### src/rtl/twi_cfg_pkg.sv
package twi_cfg_pkg;
   localparam int PRE_W = 6;
   localparam int ADR_W = 4;
   localparam int WC_BIT = 3;
   localparam logic [7:0] PTR_PRE = 8'h02;
   localparam logic [7:0] PTR_ADR = 8'h0D;
   localparam logic [7:0] PTR_CMT = 8'h3F;

   typedef enum logic [2:0] {ST_IDLE, ST_RX, ST_ACK, ST_TX, ST_MACK} twi_state_e;
   typedef enum logic [1:0] {K_DEV, K_PTR, K_DATA} rx_kind_e;
endpackage

### src/rtl/twi_line_sync.sv
module twi_line_sync #(
   parameter int STAGES = 2
) (
   input  logic clk,
   input  logic rst_n,
   input  logic scl_i,
   input  logic sda_i,
   output logic scl_s,
   output logic sda_s,
   output logic scl_rise,
   output logic scl_fall,
   output logic start_det,
   output logic stop_det
);
   generate
      if (STAGES < 1) begin : g_bad_stages
         $error("twi_line_sync: STAGES must be at least 1");
      end
   endgenerate

   logic [STAGES-1:0] scl_ff, sda_ff;
   logic scl_q, sda_q;

   generate
      if (STAGES == 1) begin : g_single
         always_ff @(posedge clk or negedge rst_n) begin
            if (!rst_n) begin
               scl_ff <= '1;
               sda_ff <= '1;
            end else begin
               scl_ff <= scl_i;
               sda_ff <= sda_i;
            end
         end
      end else begin : g_chain
         always_ff @(posedge clk or negedge rst_n) begin
            if (!rst_n) begin
               scl_ff <= '1;
               sda_ff <= '1;
            end else begin
               scl_ff <= {scl_ff[STAGES-2:0], scl_i};
               sda_ff <= {sda_ff[STAGES-2:0], sda_i};
            end
         end
      end
   endgenerate

   always_ff @(posedge clk or negedge rst_n) begin
      if (!rst_n) begin
         scl_q <= 1'b1;
         sda_q <= 1'b1;
      end else begin
         scl_q <= scl_s;
         sda_q <= sda_s;
      end
   end

   assign scl_s     = scl_ff[STAGES-1];
   assign sda_s     = sda_ff[STAGES-1];
   assign scl_rise  = scl_s & ~scl_q;
   assign scl_fall  = ~scl_s & scl_q;
   assign start_det = scl_s & scl_q & sda_q & ~sda_s;
   assign stop_det  = scl_s & scl_q & ~sda_q & sda_s;
endmodule

### src/rtl/twi_cfg_regs.sv
module twi_cfg_regs
   import twi_cfg_pkg::*;
#(
   parameter int               COMMIT_CYCLES = 600,
   parameter logic [PRE_W-1:0] PRE_INIT      = '0,
   parameter logic [ADR_W-1:0] ADR_INIT      = '0
) (
   input  logic             clk,
   input  logic             rst_n,
   input  logic             wr_en,
   input  logic [7:0]       wr_ptr,
   input  logic [PRE_W-1:0] wr_data,
   input  logic             cmd_commit,
   input  logic [7:0]       rd_ptr,
   output logic [7:0]       rd_data,
   output logic [PRE_W-1:0] pre_live,
   output logic [ADR_W-1:0] adr_live,
   output logic [PRE_W-1:0] pre_nv,
   output logic [ADR_W-1:0] adr_nv,
   output logic             busy
);
   localparam int CW = $clog2(COMMIT_CYCLES + 1);

   generate
      if (COMMIT_CYCLES < 1) begin : g_bad_commit
         $error("twi_cfg_regs: COMMIT_CYCLES must be at least 1");
      end
   endgenerate

   logic [PRE_W-1:0] pre_nx;
   logic [ADR_W-1:0] adr_nx;
   logic             commit_go;
   logic [CW-1:0]    busy_cnt;

   always_comb begin
      pre_nx    = pre_live;
      adr_nx    = adr_live;
      commit_go = 1'b0;
      if (wr_en && wr_ptr == PTR_PRE) begin
         pre_nx    = wr_data;
         commit_go = ~adr_live[WC_BIT];
      end
      if (wr_en && wr_ptr == PTR_ADR) begin
         adr_nx    = wr_data[ADR_W-1:0];
         commit_go = 1'b1;
      end
      if (cmd_commit) commit_go = 1'b1;
      commit_go = commit_go & ~busy;
   end

   always_ff @(posedge clk or negedge rst_n) begin
      if (!rst_n) begin
         pre_live <= PRE_INIT;
         adr_live <= ADR_INIT;
         pre_nv   <= PRE_INIT;
         adr_nv   <= ADR_INIT;
         busy_cnt <= '0;
      end else begin
         if (!busy) begin
            pre_live <= pre_nx;
            adr_live <= adr_nx;
         end
         if (commit_go) begin
            pre_nv   <= pre_nx;
            adr_nv   <= adr_nx;
            busy_cnt <= CW'(COMMIT_CYCLES);
         end else if (busy) begin
            busy_cnt <= busy_cnt - CW'(1);
         end
      end
   end

   assign busy = (busy_cnt != '0);

   always_comb begin
      case (rd_ptr)
         PTR_PRE: rd_data = {{(8-PRE_W){1'b1}}, pre_live};
         PTR_ADR: rd_data = {{(8-ADR_W){1'b1}}, adr_live};
         default: rd_data = 8'hFF;
      endcase
   end

   // the protocol side must not hand in a write or commit while busy
   a_r9_no_write_busy: assert property (@(posedge clk) disable iff (!rst_n)
      busy |-> (!wr_en && !cmd_commit));

   // the shadow copy is frozen for the whole busy window
   a_r9_shadow_frozen: assert property (@(posedge clk) disable iff (!rst_n)
      busy |=> ($stable(pre_nv) && $stable(adr_nv)));

   // an address-register write always opens a busy window
   a_r8_adr_write_busy: assert property (@(posedge clk) disable iff (!rst_n)
      (wr_en && wr_ptr == PTR_ADR) |=> busy);

   // with write-control set, a prescaler write leaves the shadow copy
   a_r7_deferred_hold: assert property (@(posedge clk) disable iff (!rst_n)
      (wr_en && wr_ptr == PTR_PRE && adr_live[WC_BIT] && !cmd_commit) |=> ($stable(pre_nv) && !busy));
endmodule

### src/rtl/twi_cfg_slave.sv
module twi_cfg_slave
   import twi_cfg_pkg::*;
#(
   parameter logic [3:0]       DEV_ID        = 4'b1011,
   parameter int               SYNC_STAGES   = 2,
   parameter int               COMMIT_CYCLES = 600,
   parameter logic [PRE_W-1:0] PRE_INIT      = '0,
   parameter logic [ADR_W-1:0] ADR_INIT      = '0
) (
   input  logic             clk,
   input  logic             rst_n,
   input  logic             scl_i,
   input  logic             sda_i,
   output logic             sda_pull_o,
   output logic [PRE_W-1:0] pre_live_o,
   output logic [ADR_W-1:0] adr_live_o,
   output logic [PRE_W-1:0] pre_nv_o,
   output logic [ADR_W-1:0] adr_nv_o
);
   logic scl_s, sda_s, scl_rise, scl_fall, start_det, stop_det;
   twi_state_e state;
   rx_kind_e   kind;
   logic [2:0] cnt;
   logic [7:0] shreg, ptr, rd_data;
   logic       got, rw, pull, busy, addr_hit, byte_end, wr_en, cmd_commit;
   logic [2:0] adr_match;
   logic [PRE_W-1:0] pre_live;
   logic [ADR_W-1:0] adr_live;

   twi_line_sync #(.STAGES(SYNC_STAGES)) i_sync (
      .clk(clk), .rst_n(rst_n), .scl_i(scl_i), .sda_i(sda_i),
      .scl_s(scl_s), .sda_s(sda_s), .scl_rise(scl_rise), .scl_fall(scl_fall),
      .start_det(start_det), .stop_det(stop_det));

   assign addr_hit   = (shreg[7:1] == {DEV_ID, adr_match});
   assign byte_end   = (state == ST_RX) && got && scl_fall;
   assign wr_en      = byte_end && (kind == K_DATA) && !busy;
   assign cmd_commit = byte_end && (kind == K_PTR) && (shreg == PTR_CMT) && !busy;

   twi_cfg_regs #(.COMMIT_CYCLES(COMMIT_CYCLES), .PRE_INIT(PRE_INIT), .ADR_INIT(ADR_INIT)) i_regs (
      .clk(clk), .rst_n(rst_n), .wr_en(wr_en), .wr_ptr(ptr), .wr_data(shreg[PRE_W-1:0]),
      .cmd_commit(cmd_commit), .rd_ptr(ptr), .rd_data(rd_data),
      .pre_live(pre_live), .adr_live(adr_live), .pre_nv(pre_nv_o), .adr_nv(adr_nv_o),
      .busy(busy));

   always_ff @(posedge clk or negedge rst_n) begin
      if (!rst_n) begin
         state     <= ST_IDLE;
         kind      <= K_DEV;
         cnt       <= '0;
         shreg     <= '0;
         got       <= 1'b0;
         rw        <= 1'b0;
         ptr       <= '0;
         adr_match <= ADR_INIT[2:0];
         pull      <= 1'b0;
      end else if (start_det) begin
         state <= ST_RX;
         kind  <= K_DEV;
         cnt   <= '0;
         got   <= 1'b0;
         pull  <= 1'b0;
      end else if (stop_det) begin
         state     <= ST_IDLE;
         got       <= 1'b0;
         pull      <= 1'b0;
         adr_match <= adr_live[2:0];
      end else begin
         case (state)
            ST_RX: begin
               if (scl_rise) begin
                  shreg <= {shreg[6:0], sda_s};
                  cnt   <= cnt + 3'd1;
                  if (cnt == 3'd7) got <= 1'b1;
               end else if (scl_fall && got) begin
                  got <= 1'b0;
                  if (busy || (kind == K_DEV && !addr_hit)) begin
                     state <= ST_IDLE;
                  end else begin
                     pull  <= 1'b1;
                     state <= ST_ACK;
                     if (kind == K_DEV) rw  <= shreg[0];
                     if (kind == K_PTR) ptr <= shreg;
                  end
               end
            end
            ST_ACK: begin
               if (scl_fall) begin
                  cnt <= '0;
                  if (kind == K_DEV && rw) begin
                     state <= ST_TX;
                     shreg <= rd_data;
                     pull  <= ~rd_data[7];
                  end else begin
                     state <= ST_RX;
                     pull  <= 1'b0;
                     kind  <= (kind == K_DEV) ? K_PTR : K_DATA;
                  end
               end
            end
            ST_TX: begin
               if (scl_fall) begin
                  if (cnt == 3'd7) begin
                     pull  <= 1'b0;
                     state <= ST_MACK;
                  end else begin
                     shreg <= {shreg[6:0], 1'b0};
                     pull  <= ~shreg[6];
                     cnt   <= cnt + 3'd1;
                  end
               end
            end
            ST_MACK: begin
               if (scl_rise) begin
                  got <= ~sda_s;
               end else if (scl_fall) begin
                  got <= 1'b0;
                  if (got) begin
                     state <= ST_TX;
                     shreg <= rd_data;
                     pull  <= ~rd_data[7];
                     cnt   <= '0;
                  end else begin
                     state <= ST_IDLE;
                  end
               end
            end
            default: ;
         endcase
      end
   end

   assign sda_pull_o = pull;
   assign pre_live_o = pre_live;
   assign adr_live_o = adr_live;

   // the slave only moves its data output while SCL is low
   a_r10_pull_scl_low: assert property (@(posedge clk) disable iff (!rst_n)
      (sda_pull_o != $past(sda_pull_o)) |-> !scl_s);

   // a START rearms device-byte reception at bit zero
   a_r2_start_rearms: assert property (@(posedge clk) disable iff (!rst_n)
      start_det |=> (state == ST_RX && kind == K_DEV && cnt == 3'd0));

   // a byte completed while busy is refused and the slave goes idle
   a_r9_nack_busy: assert property (@(posedge clk) disable iff (!rst_n)
      (byte_end && busy) |=> (state == ST_IDLE && !sda_pull_o));

   // a device byte that does not match never pulls SDA
   a_r1_no_ack_mismatch: assert property (@(posedge clk) disable iff (!rst_n)
      (byte_end && kind == K_DEV && !addr_hit) |=> !sda_pull_o);
endmodule

### config.mk
export PLATFORM = sky130hd
export DESIGN_NAME = twi_cfg_slave
export DESIGN_NICKNAME = d
export VERILOG_FILES = /design/src/rtl/twi_cfg_pkg.sv /design/src/rtl/twi_line_sync.sv /design/src/rtl/twi_cfg_regs.sv /design/src/rtl/twi_cfg_slave.sv
export SDC_FILE = /design/constraint.sdc
export NUM_CORES = 1
export LEC_CHECK = 0
export BUFFER_PORTS_ARGS = -buffer_cell sky130_fd_sc_hd__buf_4
export CAP_MARGIN = 20
export CELL_PAD_IN_SITES_DETAIL_PLACEMENT = 0
export CELL_PAD_IN_SITES_GLOBAL_PLACEMENT = 1
export CORE_AREA = 3 3 86 88
export CTS_BUF_LIST = sky130_fd_sc_hd__clkbuf_16
export CTS_CLUSTER_SIZE = 10
export DETAILED_ROUTE_END_ITERATION = 10
export DIE_AREA = 0 0 89 91
export PLACE_DENSITY = 0.86
export SLEW_MARGIN = 20
export SYNTH_ARGS = -nofsm -noshare
export SYNTH_HDL_FRONTEND = slang
export SYNTH_SLANG_ARGS = --single-unit
### constraint.sdc
create_clock -name clk -period 2.9 [get_ports clk]
set_clock_uncertainty 0.05 [all_clocks]
set_input_delay 0 -clock clk [delete_from_list [all_inputs] [get_ports clk]]
set_output_delay 0 -clock clk [all_outputs]
set_load 0.02 [all_outputs]
* After elaboration in Yosys (flattened, before gate mapping)
Cells that the tools add are included.
** Word-level totals
- Output and inout port bits :: 21
- Memories :: 0
- Input bits :: 4
- Bits in latches :: 0
- Logic and storage cells :: 180
- ROM bits :: 0
- Register bits :: 66
- RAM bits :: 0
** Cells by class
- Multiply operators :: 0
- Multiplexer cells :: 67
- Reductions and logical operators :: 33
- Bitwise operators :: 20
- Div/mod/pow operators :: 0
- Shift-type cells :: 0
- Equality and inequality tests :: 40
- Order comparisons :: 0
- Add/sub/neg operators :: 2
** Operators by type and width (count)
- $mux W8 :: 8
- $mux W3 :: 18
- $pmux W8 S4 :: 1
- $ne A4 B2 Y1 const B :: 6
- $pmux W3 S4 :: 2
- $mux W1 :: 22
- $mux W10 :: 2
- $mux W2 :: 9
- $reduce_and A9 Y1 :: 2
- $ne A3 B2 Y1 const B :: 5
- $ne A2 B2 Y1 const B :: 7
- $reduce_and A7 Y1 :: 2
- $logic_and A1 B1 Y1 :: 12
- $pmux W6 S2 :: 1
- $not A1 Y1 :: 11
- $reduce_and A11 Y1 :: 1
- $reduce_bool A10 Y1 :: 1
- $sub A10 B1 Y10 const B :: 1
- $and A1 B1 Y1 :: 8
- $eq A8 B2 Y1 const B :: 1
- $eq A8 B4 Y1 const B :: 1
- $eq A8 B6 Y1 const B :: 1
- $ne A4 B4 Y1 const B :: 2
- $reduce_and A4 Y1 :: 2
- 28 further kinds :: 36

* Longest topological paths before layout
Gate-level depths: netlist (run 1).
- Depth in word-level cells :: 11
- Gate-level depth with buffers :: 8
- Gate-level depth less buffers :: 7

* Modules after synthesis
Synthesis (run 1) repeated with hierarchy kept, for this count alone.
** Unflattened totals
- Cells, all modules :: 309
- Area, all modules :: 3549.7 um2
** By module, submodules not included
- twi_cfg_slave :: cells each 176, area an instance 1833.0 um2, sequential area each 750.7 um2, instances 1
- twi_cfg_regs :: cells each 123, area an instance 1526.5 um2, sequential area each 750.7 um2, instances 1
- twi_line_sync :: cells each 10, area an instance 190.2 um2, sequential area each 157.7 um2, instances 1

* Least setup slack after synthesis (run 1)
No wires, ideal clock.
- Path type :: register to register
- Start point :: reg i_regs.busy_cnt[0]
- End point :: reg i_regs.adr_nv[3]
- Path buffers :: 1
- Setup time :: 125 ps
- Period minus slack after synthesis :: 2365 ps
- Arrival :: 2190 ps
- Required time :: 2725 ps
- Cell stages (with the launch flop) :: 8
- Setup slack :: 535 ps
- Cells stage by stage :: dfrtp_1 -> inv_1 -> ha_1 -> or3b_1 -> buf_2 -> nor4_2 -> mux2_2 -> mux2_4
** Between the ends
- Longest elaborated chain between the ends :: 8
- Elaborated cells on any way between the ends :: 12
- Those cells by class :: mux (4); bitwise (2); reduce/logical (6)
** Ends and longest elaborated chain
- start: declaration :: RTL line twi_cfg_regs.sv:33 : logic [CW-1:0] busy_cnt;
- start signal: assignment :: RTL line twi_cfg_regs.sv:66 : busy_cnt <= CW'(COMMIT_CYCLES);
- start signal: assignment :: RTL line twi_cfg_regs.sv:68 : busy_cnt <= busy_cnt - CW'(1);
- $reduce_bool A10 Y1 (*) :: RTL line twi_cfg_regs.sv:73 : assign busy = (busy_cnt != '0);
- $logic_not A1 Y1
- $logic_and A1 B1 Y1 :: RTL line twi_cfg_slave.sv:37 : assign wr_en = byte_end && (kind == K_DATA) && !busy;
- $logic_and A1 B1 Y1 :: RTL line twi_cfg_regs.sv:39 : if (wr_en && wr_ptr == PTR_PRE) begin
- $mux W1 :: RTL line twi_cfg_regs.sv:39
- $mux W1 :: RTL line twi_cfg_regs.sv:43 : if (wr_en && wr_ptr == PTR_ADR) begin
- $mux W1 :: RTL line twi_cfg_regs.sv:47 : if (cmd_commit) commit_go = 1'b1;
- $and A1 B1 Y1 :: RTL line twi_cfg_regs.sv:48 : commit_go = commit_go & ~busy;
- end signal: assignment :: RTL line twi_cfg_regs.sv:65 : adr_nv <= adr_nx;
- end: declaration :: RTL line twi_cfg_regs.sv:19 : output logic [ADR_W-1:0] adr_nv,
Every way passes the cells marked *; elsewhere a longest branch is shown, timed or not.
A chain may end at the register's enable or synchronous reset.

* Worst setup path after layout (run 1)
- Start point :: reg i_regs.busy_cnt[0]
- End point :: reg i_regs.pre_nv[0]
** Between the ends
- Longest elaborated chain between the ends :: 8
- Elaborated cells on any way between the ends :: 12
- Those cells by class :: mux (4); bitwise (2); reduce/logical (6)
** Ends and longest elaborated chain
- $reduce_bool A10 Y1 (*) :: RTL line twi_cfg_regs.sv:73
- $logic_not A1 Y1
- $logic_and A1 B1 Y1 :: RTL line twi_cfg_slave.sv:37
- $logic_and A1 B1 Y1 :: RTL line twi_cfg_regs.sv:39
- $mux W1 :: RTL line twi_cfg_regs.sv:39
- $mux W1 :: RTL line twi_cfg_regs.sv:43
- $mux W1 :: RTL line twi_cfg_regs.sv:47
- $and A1 B1 Y1 :: RTL line twi_cfg_regs.sv:48
- end signal: assignment :: RTL line twi_cfg_regs.sv:64 : pre_nv <= pre_nx;
- end: declaration :: RTL line twi_cfg_regs.sv:18 : output logic [PRE_W-1:0] pre_nv,
Marks and branches as above.

==> results of run 1 <==
-- how the worst min path moves through the flow --
stage	start	to	slack [ps]	depth (start not counted)
after floorplan	rst_n	adr_match[0]	-350	0
after global placement	scl_i	i_sync.scl_ff[0]	60	1
after detailed placement	scl_i	i_sync.scl_ff[0]	60	1
after CTS	scl_i	i_sync.scl_ff[0]	270	2
after global routing	sda_i	i_sync.sda_ff[0]	300	2
final	rst_n	i_regs.busy_cnt[5]	260	2
-- metal layers --
metal,routed length [um],up-vias
li1,-,1086
met5,0,-
met4,115,0
met2,3470,55
met1,3080,1182
met3,230,12
-- per-stage QoR --
stage               utilization, %  area, sq um  setup WS [ps]  std cells  power, uW
finish                        57.1         3830            375        396       2240
global route                  57.1         3830            258        396       2320
CTS                           57.1         3830            364        396       2250
detailed placement            52.0         3490            369        377       1130
global placement              52.0         3490            419        377       1120
floorplan                        -         3220            535        276       1070
-- worst max-delay path, cell delays in order, from the launching register on --
cell     delay (ps)
dfrtp_1         390
inv_1           100
ha_1            150
or3b_1          460
nor4_4          580
mux2_2          410
mux2_4          270
-- cell families after synthesis --
kind of cell | count (synthesis)
AND/OR/NAND/NOR | 91
flip-flops | 66
AO/OA/AOI/OAI | 52
multiplexers | 41
buffers and inverters | 16
XOR/XNOR | 6
adder cells (fa/ha/maj) | 4
-- flip-flops by register name, indices dropped and copies added (netlist names), 2 cells and up --
signal / count
i_regs.busy_cnt: 10
ptr: 8
shreg: 8
i_regs.pre_live: 6
i_regs.pre_nv: 6
i_regs.adr_live: 4
i_regs.adr_nv: 4
adr_match: 3
cnt: 3
state: 3
i_sync.scl_ff: 2
i_sync.sda_ff: 2
kind: 2
-- cell usage in the layout, fill, tap and decap left out, types with 3 or more instances in the layout --
master          n
xnor2_1         5
a21oi_1        13
nor2b_1         3
nand4_1         5
buf_4          28
a31o_2          3
dlygate4sd3_1   3
o31ai_1         3
a31oi_1         4
inv_1          10
nand3_1         5
dfrtp_1        60
nand2b_1        7
nand4b_1        5
dfstp_2         6
and2_1          4
nand2_1        13
mux2_4          4
mux2_2         29
clkbuf_16       9
mux2_1          3
nor3_1          3
o21ai_0        11
a22oi_1         3
ha_1            4
mux2i_1         5
nor2_1         22
-- cell type report --
cell class / count / area (sq um)
fillers: 531 / 2890
flip-flops and latches: 66 / 1660
multi-input cells: 194 / 1490
repair buffers: 31 / 240
clock buffers: 9 / 225
well taps: 80 / 100
clock inverters: 7 / 85.1
inverters: 9 / 33.8
-- what timing repair did --
action | 4_1_cts | 5_1_grt
hold buffers | 3 | 0
endpoints found under the setup margin | 0 | 0
endpoints found under the hold margin | 62 | 0
-- report_power, final --
group	internal, uW	total (uW)	switching [uW]	leakage, uW
Sequential	960	1010	45.5	0.000895
Clock	742	1120	379	0.000154
Combinational	46.9	109	62.3	0.000785
Total	1750	2240	487	0.00183
==> results.json, run 1 <==
{
  "run_status": "finished, final reports clean",
  "synth-seq-cells": 66,
  "globalplace.congestion": 0.745,
  "fmax_mhz": 396,
  "synth_edf_count": 0,
  "cts_root_buf": "clkbuf_16",
  "cp_data_required_time_ps": 3060,
  "ys_dominant_reg_cell": "dfrtp_1",
  "number_of_max_cap_violations": 0,
  "finish.net_count": 319,
  "globalRouteMet1Util_pct": 25.9,
  "synth-warning-count": 0,
  "track_usage_pct": 18.9,
  "maxSlewViolCount": 0,
  "port_buffers": 24,
  "leakage_uw": 0.00183,
  "ir_drop_v": 0.000353,
  "rsz0062_at_grt": "false",
  "detailedRoute.firstIterationViolations": 207,
  "regToRegSetupSlack_ps": 380,
  "worstReg2RegEnd": "i_regs.pre_nv[0]",
  "worst_setup_path_startpoint": "i_regs.busy_cnt[0]",
  "worst_skew_pair.late_latency_ps": 320,
  "floorplan.core_area_sq_um": 6720,
  "synth.cells.most_frequent": "60 x dfrtp_1, 29 x mux2_2, 22 x nor2_1",
  "setup_viol": 0,
  "grt_overflow_total": 0,
  "post_drt_via_cell_ratio": 5.90,
  "synthMuxAreaShare_pct": 14.6,
  "start_of_the_worst_register_to_register_path": "i_regs.busy_cnt[0]",
  "dominant_combinational_cell_family_by_area_after_synthesis": "simple AND/OR/NAND/NOR gates",
  "drt_wl_total_mm": 6.90,
  "floorplan.die.width_um": 89,
  "areaGrowthSynthToFinish_pct": 19.0,
  "worst-setup-path-type": "reg2reg",
  "global_route.usage.met2_pct": 29.4,
  "reg2reg_depth": 6,
  "cp-start-kind": "flop",
  "yosys.cell_count.top_type": "dfrtp_1",
  "final_cycle_utilization_of_the_critical_path_pct": 87.1,
  "setup.worst_path.end_class": "flop",
  "timing.hold.ws_ps": 261,
  "synth_simple_gate_area_share_pct": 17.7,
  "place_hpwl_mm": 4.81,
  "synth_xor_xnor_area_share_pct": 1.63,
  "drc_errors_left": 0,
  "grt-busiest-layer": "met2",
  "io_pins": 25,
  "setup_tns_ps": 0,
  "synth_top_cell_by_area": "dfrtp_1",
  "drtPass1Iterations": 5,
  "grt_start_max_net_pins": 67,
  "post_cts_resize_count": 0,
  "fraction_of_the_yosys_area_taken_by_sequential_cells_pct": 51.5,
  "clk_pin_slew_ps": 50,
  "synth_async_sr_flop_share_pct": 100,
  "critical_path.max_fanout": 7,
  "timing.max_slew.rel_slack_pct": 45.3,
  "synth.top_cell.area_share_pct": 46.6,
  "cts_tree": "built",
  "die_area_sq_um": 8100,
  "cell_area_after_synthesis_sq_um": 3220,
  "post_synthesis_compound_gate_area_fraction_pct": 10.8,
  "cts_sinks": 66,
  "power_density_nw_per_um2": 583,
  "detail-route-antenna-nets": 0,
  "chipHeight_um": 91,
  "grt_first_pass_wirelength_mm": 11.9,
  "first_global_vias": 2324,
  "synth_cell_type_count": 61,
  "via_count": 2335,
  "post-cts-setup-buffers": 0,
  "rows": 30,
  "crit_arrival_ps": 2680,
  "avgSynthCellArea_sq_um": 11.7,
  "initial_core_util_pct": 47.9,
  "worst-slew-pin-transition_ps": 820,
  "final-hold-violation-count": 0,
  "netlist_top_cells_area": "dfrtp_1 47%, mux2_2 10%, dfstp_2 4.9%, nor2_1 2.6%, a21oi_1 2.0%",
  "final_layout_size_suffix_gt1_share_pct": 30.7,
  "grt_antenna_before_repair": 0,
  "worstHoldPathType": "in2async",
  "post_drt_wl_per_cell_um": 17.4,
  "synthAdderAreaFrac_pct": 1.55,
  "clockBufferDepth": 2,
  "grtUsageMet3_pct": 4.36,
  "cts_buffers": 9,
  "synthesis.instances": 276,
  "timing.critical_path.to": "i_regs.pre_nv[0]",
  "post_synth_net_total": 284,
  "h-tree-depth": 3,
  "antenna_cells_inserted": 0,
  "post-route-min-period_ps": 2520
}
Power figures use the tool's default switching activity.
==> run 2, diff against run 1 <==
--- a/config.mk
+++ b/config.mk
@@ -7,14 +7,14 @@
 export LEC_CHECK = 0
 export BUFFER_PORTS_ARGS = -buffer_cell sky130_fd_sc_hd__buf_4
 export CAP_MARGIN = 20
-export CELL_PAD_IN_SITES_DETAIL_PLACEMENT = 0
-export CELL_PAD_IN_SITES_GLOBAL_PLACEMENT = 1
-export CORE_AREA = 3 3 86 88
+export CELL_PAD_IN_SITES_DETAIL_PLACEMENT = 1
+export CELL_PAD_IN_SITES_GLOBAL_PLACEMENT = 2
+export CORE_AREA = 3 3 94 96
 export CTS_BUF_LIST = sky130_fd_sc_hd__clkbuf_16
 export CTS_CLUSTER_SIZE = 10
 export DETAILED_ROUTE_END_ITERATION = 10
-export DIE_AREA = 0 0 89 91
-export PLACE_DENSITY = 0.86
+export DIE_AREA = 0 0 97 99
+export PLACE_DENSITY = 0.85
 export SLEW_MARGIN = 20
 export SYNTH_ARGS = -nofsm -noshare
 export SYNTH_HDL_FRONTEND = slang
==> run 2 against run 1 <==
Compared with the run above: design area rose by 2.5%; utilization fell by 8.8 points; power rose by 10%; global-route usage fell by 0.93 points; critical path depth did not move; critical path type unchanged; non-clock buffer count rose by 1; via count rose by 1.3%; worst setup slack got worse by 38 ps; largest power group unchanged; routed wire length rose by 17%.
==> results.json, run 2 (same netlist as run 1, synthesis figures left out) <==
{
  "grt_overflow_total": 0,
  "port_buffers": 24,
  "drt_wl_total_mm": 8.06,
  "globalplace.congestion": 0.822,
  "final_cell_mix": "60 x dfrtp_1, 29 x mux2_2, 29 x buf_4",
  "slowest_delay_ps": 590,
  "grtUsageMet3_pct": 3.68,
  "rows": 33,
  "drtPass1Iterations": 4,
  "post_cts_resize_count": 0,
  "track_usage_pct": 18.0,
  "leakage_uw": 0.00186,
  "rsz0062_at_grt": "false",
  "post_drt_wl_per_cell_um": 19.1,
  "power_density_nw_per_um2": 627,
  "post-route-util_pct": 48.3,
  "fmax_mhz": 390,
  "grt_first_pass_wirelength_mm": 13.7,
  "finish.net_count": 320,
  "worst-slew-pin-transition_ps": 846,
  "post-route-min-period_ps": 2560,
  "cts_sinks": 66,
  "via_count": 2365,
  "worst-setup-path-type": "reg2reg",
  "number_of_max_cap_violations": 0,
  "worstPathBufferInverterCount": 1,
  "io_pins": 25,
  "max_flop_register": "i_regs.busy_cnt",
  "setup.worst_path.end_class": "flop",
  "h-tree-depth": 3,
  "critPathTopFamily": "simple AND/OR/NAND/NOR gates",
  "floorplan.die.width_um": 97,
  "antenna_cells_inserted": 0,
  "detailedRoute.firstIterationViolations": 93,
  "worstHoldPathType": "in2async",
  "chipHeight_um": 99,
  "final_cycle_utilization_of_the_critical_path_pct": 88.4,
  "crit_arrival_ps": 2730,
  "setup_tns_ps": 0,
  "detail-route-antenna-nets": 0,
  "grt-busiest-layer": "met2",
  "ir_drop_v": 0.000464,
  "drc_errors_left": 0,
  "worst_skew_pair.late_latency_ps": 330,
  "final-hold-violation-count": 0,
  "cts_root_buf": "clkbuf_16",
  "maxSlewViolCount": 0,
  "areaGrowthSynthToFinish_pct": 22.0,
  "die_area_sq_um": 9600,
  "reg.largest.list": "i_regs.busy_cnt: 10 flops, ptr: 8 flops, shreg: 8 flops",
  "grt_antenna_before_repair": 0,
  "final_common_cell": "dfrtp_1",
  "timing.max_slew.rel_slack_pct": 43.6,
  "first_global_vias": 2630,
  "run_status": "finished, final reports clean",
  "globalRouteMet1Util_pct": 21.6,
  "cp_data_required_time_ps": 3070,
  "post_drt_via_cell_ratio": 5.60,
  "initial_core_util_pct": 39.6,
  "clk_pin_slew_ps": 60,
  "clockBufferDepth": 2,
  "largest_reg_flops": 10,
  "floorplan.core_area_sq_um": 8130,
  "setup_viol": 0,
  "place_hpwl_mm": 5.49,
  "global_route.usage.met2_pct": 31.3,
  "cp-start-kind": "flop",
  "final_layout_size_suffix_gt1_share_pct": 31.2,
  "list_of_cells_traversed_by_the_critical_path": "inv_1 > ha_1 > or3b_1 > nor4_4 > mux2_2 > mux2_4",
  "cp_slowest_cell": "nor4_4",
  "cts_tree": "built",
  "critical_path.max_fanout": 7,
  "grt_start_max_net_pins": 67,
  "cts_buffers": 9
}
==> run 2: cell count changes in the layout (fill, tap and decap cells not counted) <==
cell,before,now
clkinvlp_4,1,0
clkinv_2,2,0
clkinv_4,0,2
bufinv_16,2,4
inv_1,10,9
buf_4,28,29
==> run 2: path summary, 6_finish.rpt <==
kind / depth (start not counted) / slack, ps / endpoint / startpoint
setup / recovery: 6 / 340 / i_regs.pre_nv[0] / i_regs.busy_cnt[0]
hold / removal: 2 / 250 / i_regs.busy_cnt[7] / rst_n
setup reg to reg: 6 / 340 / i_regs.pre_nv[0] / i_regs.busy_cnt[0]
hold reg to reg: 0 / 300 / i_sync.sda_ff[1] / i_sync.sda_ff[0]
max in group asynchronous: 2 / 1980 / i_regs.adr_nv[0] / rst_n
min in group clk: 2 / 280 / i_sync.sda_ff[0] / sda_i
==> run 2: metal layers <==
layer,vias up,wire length (um)
met3,15,229
met2,38,4110
li1,1092,-
met5,-,0
met1,1220,3540
met4,0,187
==> run 2: power breakdown <==
part	leakage [uW]	internal, uW	switching, uW
registers	0.000895	959	52.5
clock network	0.000177	926	415
logic	0.000791	46.8	62.4
==> run 2: timing repair <==
action                    4_1_cts  5_1_grt
hold endpoints to repair       62        0
setup buffers                   0        0
hold buffers                    3        0
==> run 2: cell type report <==
type                            count  area, sq um
Clock buffer                        9          225
Clock inverter                      7          141
Fill cell                         853         4210
Inverter                            9         33.8
Multi-Input combinational cell    194         1490
Sequential cell                    66         1660
Tap cell                          105          131
Timing Repair Buffer               32          248
==> run 2: stage by stage <==
step                cells  power, uW  hold WS (ps)  setup WS, ps  cell area [sq um]
floorplan             276       1070          -346           535               3220
global placement      403       1130          58.6           414               3530
detailed placement    403       1130          60.4           333               3530
CTS                   422       2480           262           324               3930
global route          422       2550           278           191               3930
finish                422       2460           252           337               3930
